[config.mk]
export PLATFORM = sky130hd
export DESIGN_NAME = isr_unit
export DESIGN_NICKNAME = d
export VERILOG_FILES = /design/src/rtl/isr_pkg.sv /design/src/rtl/isr_event_latch.sv /design/src/rtl/isr_reset_state.sv /design/src/rtl/isr_irq_gen.sv /design/src/rtl/isr_unit.sv
export SDC_FILE = /design/constraint.sdc
export NUM_CORES = 1
export LEC_CHECK = 0
export ABC_AREA = 0
export BUFFER_PORTS_ARGS = -buffer_cell sky130_fd_sc_hd__buf_2
export CAP_MARGIN = 20
export CORE_MARGIN = 2
export CORE_UTILIZATION = 30
export DETAILED_ROUTE_END_ITERATION = 8
export GPL_TIMING_DRIVEN = 0
export PLACE_DENSITY = 0.57
export SYNTH_ARGS = -nofsm -noshare
export SYNTH_HDL_FRONTEND = slang
export SYNTH_SLANG_ARGS = --single-unit
[constraint.sdc]
create_clock -name clk_i -period 1.2 [get_ports clk_i]
set_input_delay 0.12 -clock clk_i [delete_from_list [all_inputs] [get_ports clk_i]]
set_output_delay 0.12 -clock clk_i [all_outputs]
set_load 0.03 [all_outputs]
[src/rtl/isr_pkg.sv]
package isr_pkg;
  localparam int unsigned NUM_EVT_DEF = 7;
  localparam int unsigned OVW_IDX_DEF = 4;
endpackage

[src/rtl/isr_event_latch.sv]
module isr_event_latch #(
  parameter int unsigned NUM_EVT = 7
) (
  input  logic               clk_i,
  input  logic               rst_ni,
  input  logic [NUM_EVT-1:0] set_i,
  input  logic               clr_we_i,
  input  logic [NUM_EVT-1:0] clr_bits_i,
  output logic [NUM_EVT-1:0] stat_o
);
  logic [NUM_EVT-1:0] stat_q;

  for (genvar i = 0; i < NUM_EVT; i++) begin : g_bit
    always_ff @(posedge clk_i or negedge rst_ni) begin
      if (!rst_ni)                         stat_q[i] <= 1'b0;
      else if (set_i[i])                   stat_q[i] <= 1'b1;
      else if (clr_we_i && clr_bits_i[i])  stat_q[i] <= 1'b0;
    end

    assert_set_wins_R3: assert property (@(posedge clk_i) disable iff (!rst_ni)
      set_i[i] |=> stat_q[i]);
    assert_w1c_R4: assert property (@(posedge clk_i) disable iff (!rst_ni)
      (clr_we_i && clr_bits_i[i] && !set_i[i]) |=> !stat_q[i]);
    assert_hold_R5: assert property (@(posedge clk_i) disable iff (!rst_ni)
      (!set_i[i] && !(clr_we_i && clr_bits_i[i])) |=> $stable(stat_q[i]));
  end

  assign stat_o = stat_q;
endmodule

[src/rtl/isr_reset_state.sv]
module isr_reset_state (
  input  logic clk_i,
  input  logic rst_ni,
  input  logic enter_i,
  input  logic ovw_i,
  input  logic start_i,
  input  logic frame_taken_i,
  output logic rst_bit_o
);
  logic stop_q, ovw_q;

  // stop cause: only a start command releases it
  always_ff @(posedge clk_i or negedge rst_ni) begin
    if (!rst_ni)      stop_q <= 1'b1;
    else if (enter_i) stop_q <= 1'b1;
    else if (start_i) stop_q <= 1'b0;
  end

  // overwrite cause: released by start or by a frame leaving the ring
  always_ff @(posedge clk_i or negedge rst_ni) begin
    if (!rst_ni)                       ovw_q <= 1'b0;
    else if (ovw_i)                    ovw_q <= 1'b1;
    else if (start_i || frame_taken_i) ovw_q <= 1'b0;
  end

  assign rst_bit_o = stop_q | ovw_q;

  assert_set_R8: assert property (@(posedge clk_i) disable iff (!rst_ni)
    (enter_i || ovw_i) |=> rst_bit_o);
  assert_start_clr_R8: assert property (@(posedge clk_i) disable iff (!rst_ni)
    (start_i && !enter_i && !ovw_i) |=> !rst_bit_o);
  assert_stop_kept_R9: assert property (@(posedge clk_i) disable iff (!rst_ni)
    (stop_q && !start_i) |=> rst_bit_o);
endmodule

[src/rtl/isr_irq_gen.sv]
module isr_irq_gen #(
  parameter int unsigned NUM_EVT = 7
) (
  input  logic               clk_i,
  input  logic               rst_ni,
  input  logic               mask_we_i,
  input  logic [NUM_EVT-1:0] mask_wdata_i,
  input  logic [NUM_EVT-1:0] stat_i,
  output logic [NUM_EVT-1:0] mask_o,
  output logic               irq_o
);
  logic [NUM_EVT-1:0] mask_q;
  logic               irq_q;

  always_ff @(posedge clk_i or negedge rst_ni) begin
    if (!rst_ni)        mask_q <= '0;
    else if (mask_we_i) mask_q <= mask_wdata_i;
  end

  always_ff @(posedge clk_i or negedge rst_ni) begin
    if (!rst_ni) irq_q <= 1'b0;
    else         irq_q <= |(stat_i & mask_q);
  end

  assign mask_o = mask_q;
  assign irq_o  = irq_q;

  assert_mask_load_R6: assert property (@(posedge clk_i) disable iff (!rst_ni)
    mask_we_i |=> (mask_o == $past(mask_wdata_i)));
  assert_irq_quiet_R7: assert property (@(posedge clk_i) disable iff (!rst_ni)
    ((stat_i & mask_o) == '0) |=> !irq_o);
endmodule

[src/rtl/isr_unit.sv]
module isr_unit
  import isr_pkg::*;
#(
  parameter int unsigned NUM_EVT = NUM_EVT_DEF,
  parameter int unsigned OVW_IDX = OVW_IDX_DEF,
  localparam int unsigned DATA_W = NUM_EVT + 1
) (
  input  logic               clk_i,
  input  logic               rst_ni,
  input  logic [NUM_EVT-1:0] event_i,
  input  logic               enter_reset_i,
  input  logic               start_cmd_i,
  input  logic               frame_taken_i,
  input  logic               status_we_i,
  input  logic               mask_we_i,
  input  logic [DATA_W-1:0]  wdata_i,
  output logic [DATA_W-1:0]  status_o,
  output logic [NUM_EVT-1:0] mask_o,
  output logic               irq_o
);
  logic [NUM_EVT-1:0] evt_stat;
  logic               rst_bit;
  logic               unused_wtop;

  assign unused_wtop = wdata_i[DATA_W-1];

  isr_event_latch #(.NUM_EVT(NUM_EVT)) u_latch (
    .clk_i      (clk_i),
    .rst_ni     (rst_ni),
    .set_i      (event_i),
    .clr_we_i   (status_we_i),
    .clr_bits_i (wdata_i[NUM_EVT-1:0]),
    .stat_o     (evt_stat)
  );

  isr_reset_state u_rst_state (
    .clk_i         (clk_i),
    .rst_ni        (rst_ni),
    .enter_i       (enter_reset_i),
    .ovw_i         (event_i[OVW_IDX]),
    .start_i       (start_cmd_i),
    .frame_taken_i (frame_taken_i),
    .rst_bit_o     (rst_bit)
  );

  isr_irq_gen #(.NUM_EVT(NUM_EVT)) u_irq (
    .clk_i        (clk_i),
    .rst_ni       (rst_ni),
    .mask_we_i    (mask_we_i),
    .mask_wdata_i (wdata_i[NUM_EVT-1:0]),
    .stat_i       (evt_stat),
    .mask_o       (mask_o),
    .irq_o        (irq_o)
  );

  assign status_o = {rst_bit, evt_stat};

  assert_irq_raise_R7: assert property (@(posedge clk_i) disable iff (!rst_ni)
    ((status_o[NUM_EVT-1:0] & mask_o) != '0) |=> irq_o);
  assert_top_no_irq_R10: assert property (@(posedge clk_i) disable iff (!rst_ni)
    (status_o[NUM_EVT-1:0] == '0) |=> !irq_o);
  assert_ovw_to_top_R2: assert property (@(posedge clk_i) disable iff (!rst_ni)
    event_i[OVW_IDX] |=> (status_o[OVW_IDX] && status_o[DATA_W-1]));
endmodule

==> results of run 1 <==
## path summary, 6_finish.rpt
path / from / end / slack (ns) / cells past startpoint
max: u_rst_state.stop_q$_DFFE_PN1P_ / status_o[7] / 0.03 / 2
min: event_i[1] / u_latch.stat_o[1]$_DFFE_PN0P_ / 0.02 / 2
max reg2reg: u_latch.stat_o[4]$_DFFE_PN0P_ / u_irq.irq_o$_DFF_PN0_ / 0.22 / 2
min reg2reg: u_latch.stat_o[6]$_DFFE_PN0P_ / u_latch.stat_o[6]$_DFFE_PN0P_ / 0.51 / 1
max in group asynchronous: rst_ni / u_rst_state.stop_q$_DFFE_PN1P_ / 0.61 / 2
min in group asynchronous: rst_ni / u_latch.stat_o[0]$_DFFE_PN0P_ / 0.28 / 2
## cells in the final DEF (no fill, tap or decap)
cell	count
buf_4	1
mux2_4	7
a21o_1	7
dlygate4sd3_1	7
clkbuf_1	1
inv_1	2
a21o_2	1
dfrtp_1	16
nand2_1	7
dfstp_2	1
buf_6	2
buf_2	34
a31o_2	1
clkbuf_4	3
a22oi_1	2
or2_4	1
a222oi_1	1
nand3_1	1
## flip-flops by register name (all words and copies together), names as in the netlist
signal	flops
u_latch.stat_o	7
u_irq.irq_o	1
u_rst_state.stop_q	1
u_rst_state.ovw_q	1
u_irq.mask_o	7
## through the flow
step	TNS, ns	power (mW)
3_5_place_dp	0	0.9394
6_report	0	1.251
4_1_cts	0	1.271
5_1_grt	-0.01623	1.335
3_3_place_gp	0	0.9348
2_1_floorplan	0	0.8295
## power groups by stage
stage               logic [mW]  clock network [mW]  registers (mW)
floorplan               0.0875                   0           0.742
detailed placement       0.274                   0           0.666
CTS                      0.294               0.322           0.655
finish                   0.292               0.305           0.654
global route             0.315               0.359           0.661
global placement         0.271                   0           0.664
## area by class of cell
type                            count  area share (%)
Buffer                              1           1.119
Clock buffer                        4           2.612
Inverter                            2          0.7463
Multi-Input combinational cell     28           23.88
Sequential cell                    17           42.41
Tap cell                           28           3.483
Timing Repair Buffer               43           25.75
## cell families (layout without fill, tap and decap cells)
kind of cell / Yosys count / after routing
buffers and inverters: 4 / 50
flip-flops: 17 / 17
multiplexers: 7 / 7
AND/OR/NAND/NOR: 9 / 9
AO/OA/AOI/OAI: 12 / 12
## repair_timing
action | in CTS | in global routing
setup endpoints to repair | 1 | 1
hold buffers | 7 | 0
hold endpoints to repair | 22 | 0
pin swaps | 1 | 0
cloned | 0 | 0
resized for setup | 3 | 0
setup buffers | 0 | 1
## layer usage
metal | share of wire, % | up-vias | GRT usage (%)
met4 | 2.1 | 0 | 9.211
met5 | 0 | - | 0
met3 | 7.7 | 4 | 2.011
li1 | - | 265 | -
met1 | 46 | 261 | 16.36
met2 | 44 | 29 | 19.20
==> flow_summary.yaml, run 1 <==
run_status:
  status: "finished, final reports clean"
detailed_routing:
  antenna_left: 0
  wl_per_cell_um: 12.67
  first_pass_iters: 4
  vias: 559
  viasPerCell: 4.545
  drt_wl_total_mm: 1.559
  route.detailed.drc: 0
  drt_iter0_markers: 5
pwr:
  p_comb_share_pct: 23.4
  switching_power_mw: 0.3693
  power.internal_mw: 0.8820
  share_seq_of_total_power_pct: 52.3
  p_leak_nw: 0.5005
  swShare_pct: 29.51
  power_density_mw_per_mm2: 1244
  peakVddDrop_uv: 513.3
  p_clk_share_pct: 24.3
synthesis:
  async_flop_share_pct: 100.0
  synth_most_common_cell: "dfrtp_1"
  syn_area_um2: 690.7
  yosysSeqAreaShare_pct: 61.78
  ys_top_cells_by_area: "dfrtp_1 58%, mux2_4 15%, a21o_1 7.6%"
  synth_ff_type: "dfrtp_1"
  synth_edf_count: 0
  yosys_warnings: 0
  synthMuxAreaShare_pct: 15.22
  netlist_top_cells_count: "16 x dfrtp_1, 7 x a21o_1, 7 x mux2_4, 7 x nand2_1"
  synth_cell_types: 14
  synth_top_area_share_pct: 57.97
  synth-simple-area-share_pct: 5.435
  synth_top_family_by_area: "multiplexers"
  syn_inst: 49
  synth.largest_area_cell: "dfrtp_1"
  synth_compound_area_share_pct: 13.77
  synth_xor_area_share_pct: 0
  synth_nets: 71
  synth_fa_ha_area_share_pct: 0
  syn_area_per_cell_um2: 14.10
  synth_seq_cells: 17
sta:
  slew_headroom_pct: 74.80
  drv_slew: 0
  whs_ns: 0.01914
  fin_crit_ns: 1.171
  setup_viol: 0
  worst_pin_slew_ns: 0.3780
  fmax_mhz: 853.7
  finalWorstSetupSlack_ns: 0.02856
  period_share_pct: 97.62
  rsz0062_at_grt: "yes"
  hold_violations: 0
  fin_skew_ns: 0.0009485
final_layout:
  fin_util_pct: 45.92
  diodes: 0
  layout-drive-gt1-share_pct: 53.68
  final_cell_area_mm2: 0.001006
  multiInputGateArea_um2: 240.2
  nFillCells: 206
  area_delta_synth_final_pct: 45.65
  seqCellArea_um2: 426.7
  fin_nets: 118
  layout.cells.non_filler: 123
clock_network:
  cts_max_level: 1
  cts_tree: "yes"
  cts_sinks: 17
  path_clk_slew_ns: 0.10
  cts_root_buf: "clkbuf_4"
  cts_buffers: 3
  clk_latency_ns: 0.28
  cts.path.max_buffers: 2
grt:
  grt_pass1_wl_mm: 2.435
  grt_overflow_total: 0
  grt_max_degree: 18
  grt_usage_pct: 12.73
  antenna_found_initial: 0
  grt_pass1_vias: 532
placement:
  place_area_um2: 900.9
  placed_cells: 112
  dpl.hpwl_mm: 1.110
  dp_slack_ns: 0.1392
  io_buffers: 35
  gp_congestion: 0.6609
critical_path:
  cp_slowest_cell: "dfstp_2"
  worstSetupEndpointType: "primary output"
  critical-path-top-delay-family: "flip-flops"
  crit_path_start_kind: "register"
  arrival_ns: 1.05
  cp_num_buf_inv: 1
  crit_type: "register to primary output"
  critPathMaxStageDelay_ns: 0.54
  worstPathRequired_ns: 1.08
  critical_path.cell_chain: "or2_4 > buf_6"
  crit_fanout: 2
die:
  num_io_pins: 38
  die_y_um: 51.98
  dieArea_mm2: 0.002702
  start_util_pct: 31.52
  die_w_um: 51.98
  rows: 17
  coreArea_mm2: 0.002191
flow_run:
  drv_cap: 0
worst_hold_path:
  hp-class: "input pin to register"
Power figures use the tool's default switching activity.
==> inputs of run 2 (changes only) <==
PLACE_DENSITY = 0.61   (was 0.57)
==> flow_summary.yaml, run 2 (synthesis results as in run 1) <==
final_layout:
  area_delta_synth_final_pct: 38.59
  layout.cells.non_filler: 118
  multiInputGateArea_um2: 240.2
  fin_nets: 113
  layout-drive-gt1-share_pct: 57.78
  most-common-layout-cells: "34 x buf_2, 16 x dfrtp_1, 7 x a21o_1, 7 x mux2_4, 7 x nand2_1"
  fin_util_pct: 43.69
  diodes: 0
  nFillCells: 209
  seqCellArea_um2: 426.7
  final_common_cell: "buf_2"
placement:
  io_buffers: 35
  placed_cells: 112
  gp_congestion: 0.6388
  dpl.hpwl_mm: 1.110
flow_run:
  drv_cap: 0
critical_path:
  worstSetupEndpointType: "primary output"
  crit_fanout: 2
  worstRegToRegCells: 2
  crit_type: "register to primary output"
  crit_path_start_kind: "register"
  r2r_slack_ns: 0.21
  arrival_ns: 1.05
  worstPathRequired_ns: 1.08
grt:
  grt_overflow_total: 0
  grt_usage_pct: 11.32
  grt_pass1_wl_mm: 2.187
  grt_pass1_vias: 507
  antenna_found_initial: 0
  grt_max_degree: 18
sta:
  whs_ns: 0.007269
  setup_viol: 0
  period_share_pct: 97.46
  fin_skew_ns: 0.003169
  fin_crit_ns: 1.169
  hold_violations: 0
  worst_pin_slew_ns: 0.3750
  fmax_mhz: 855.1
  setup_tns_ns: 0
  drv_slew: 0
  rsz0062_at_grt: "yes"
  slew_headroom_pct: 75.00
run_status:
  status: "finished, final reports clean"
detailed_routing:
  first_pass_iters: 6
  route.detailed.drc: 0
  wl_per_cell_um: 12.27
  drt_wl_total_mm: 1.448
  vias: 522
  viasPerCell: 4.424
  antenna_left: 0
  drt_iter0_markers: 5
clock_network:
  path_clk_slew_ns: 0.10
  cts_buffers: 3
  cts_root_buf: "clkbuf_4"
  cts.path.max_buffers: 2
  clk_latency_ns: 0.28
  cts_tree: "yes"
  cts_max_level: 1
  cts_sinks: 17
pwr:
  power_density_mw_per_mm2: 1287
  p_leak_nw: 0.4826
  peakVddDrop_uv: 513.9
  finalPower_mw: 1.232
die:
  rows: 17
  die_w_um: 51.98
  coreArea_mm2: 0.002191
  dieArea_mm2: 0.002702
  start_util_pct: 31.52
  die_y_um: 51.98
  num_io_pins: 38
worst_hold_path:
  min_path_cells: 2
  hp-class: "input pin to register"
run 2: through the flow:
stage	area, um^2	setup slack (ns)
CTS	947.2	0.008730
finish	957.2	0.03053
global route	957.2	-0.02273
floorplan	690.7	0.1406
global placement	900.9	0.1578
detailed placement	900.9	0.1463
run 2: cell type report:
type / count / share of cell area (%)
flip-flops and latches: 17 / 44.58
inverters: 2 / 0.7843
well taps: 28 / 3.660
multi-input cells: 28 / 25.10
plain buffers: 1 / 1.176
clock buffers: 3 / 2.353
repair buffers: 38 / 21.83
clock inverters: 1 / 0.5229
run 2: final timing paths:
path	start	endpoint
min in group asynchronous	rst_ni	u_irq.mask_o[1]$_DFFE_PN0P_
worst min-delay path	event_i[3]	u_latch.stat_o[3]$_DFFE_PN0P_
worst max register to register	u_latch.stat_o[4]$_DFFE_PN0P_	u_irq.irq_o$_DFF_PN0_
worst min register to register	u_latch.stat_o[0]$_DFFE_PN0P_	u_latch.stat_o[0]$_DFFE_PN0P_
max in group asynchronous	rst_ni	u_rst_state.stop_q$_DFFE_PN1P_
worst max-delay path	u_rst_state.stop_q$_DFFE_PN1P_	status_o[7]
run 2: what timing repair did:
| item | 4_1_cts | 5_1_grt |
|---|---|---|
| hold endpoints to repair | 16 | 1 |
| setup endpoints to repair | 1 | 1 |
| hold buffers | 1 | 1 |
| buffers inserted | 1 | 0 |
| gates resized for setup | 3 | 0 |
| pin swaps | 1 | 1 |
run 2: worst max-delay path, cell delays in order, from the launching register on:
cell and delay [ns]:
dfstp_2 0.54, or2_4 0.11, buf_6 0.12
run 2: routing by layer:
| layer | vias up | share of wire [%] | global-route usage [%] |
|---|---|---|---|
| met4 | 0 | 1.2 | 7.895 |
| met2 | 19 | 51 | 20.46 |
| met3 | 2 | 4.8 | 0.8621 |
| li1 | 253 | - | - |
| met5 | - | 0 | 0 |
| met1 | 248 | 42 | 12.34 |
run 2: power by group:
part | internal [mW] | switching, mW
Combinational | 0.123 | 0.156
Sequential | 0.619 | 0.0339
Clock | 0.124 | 0.176
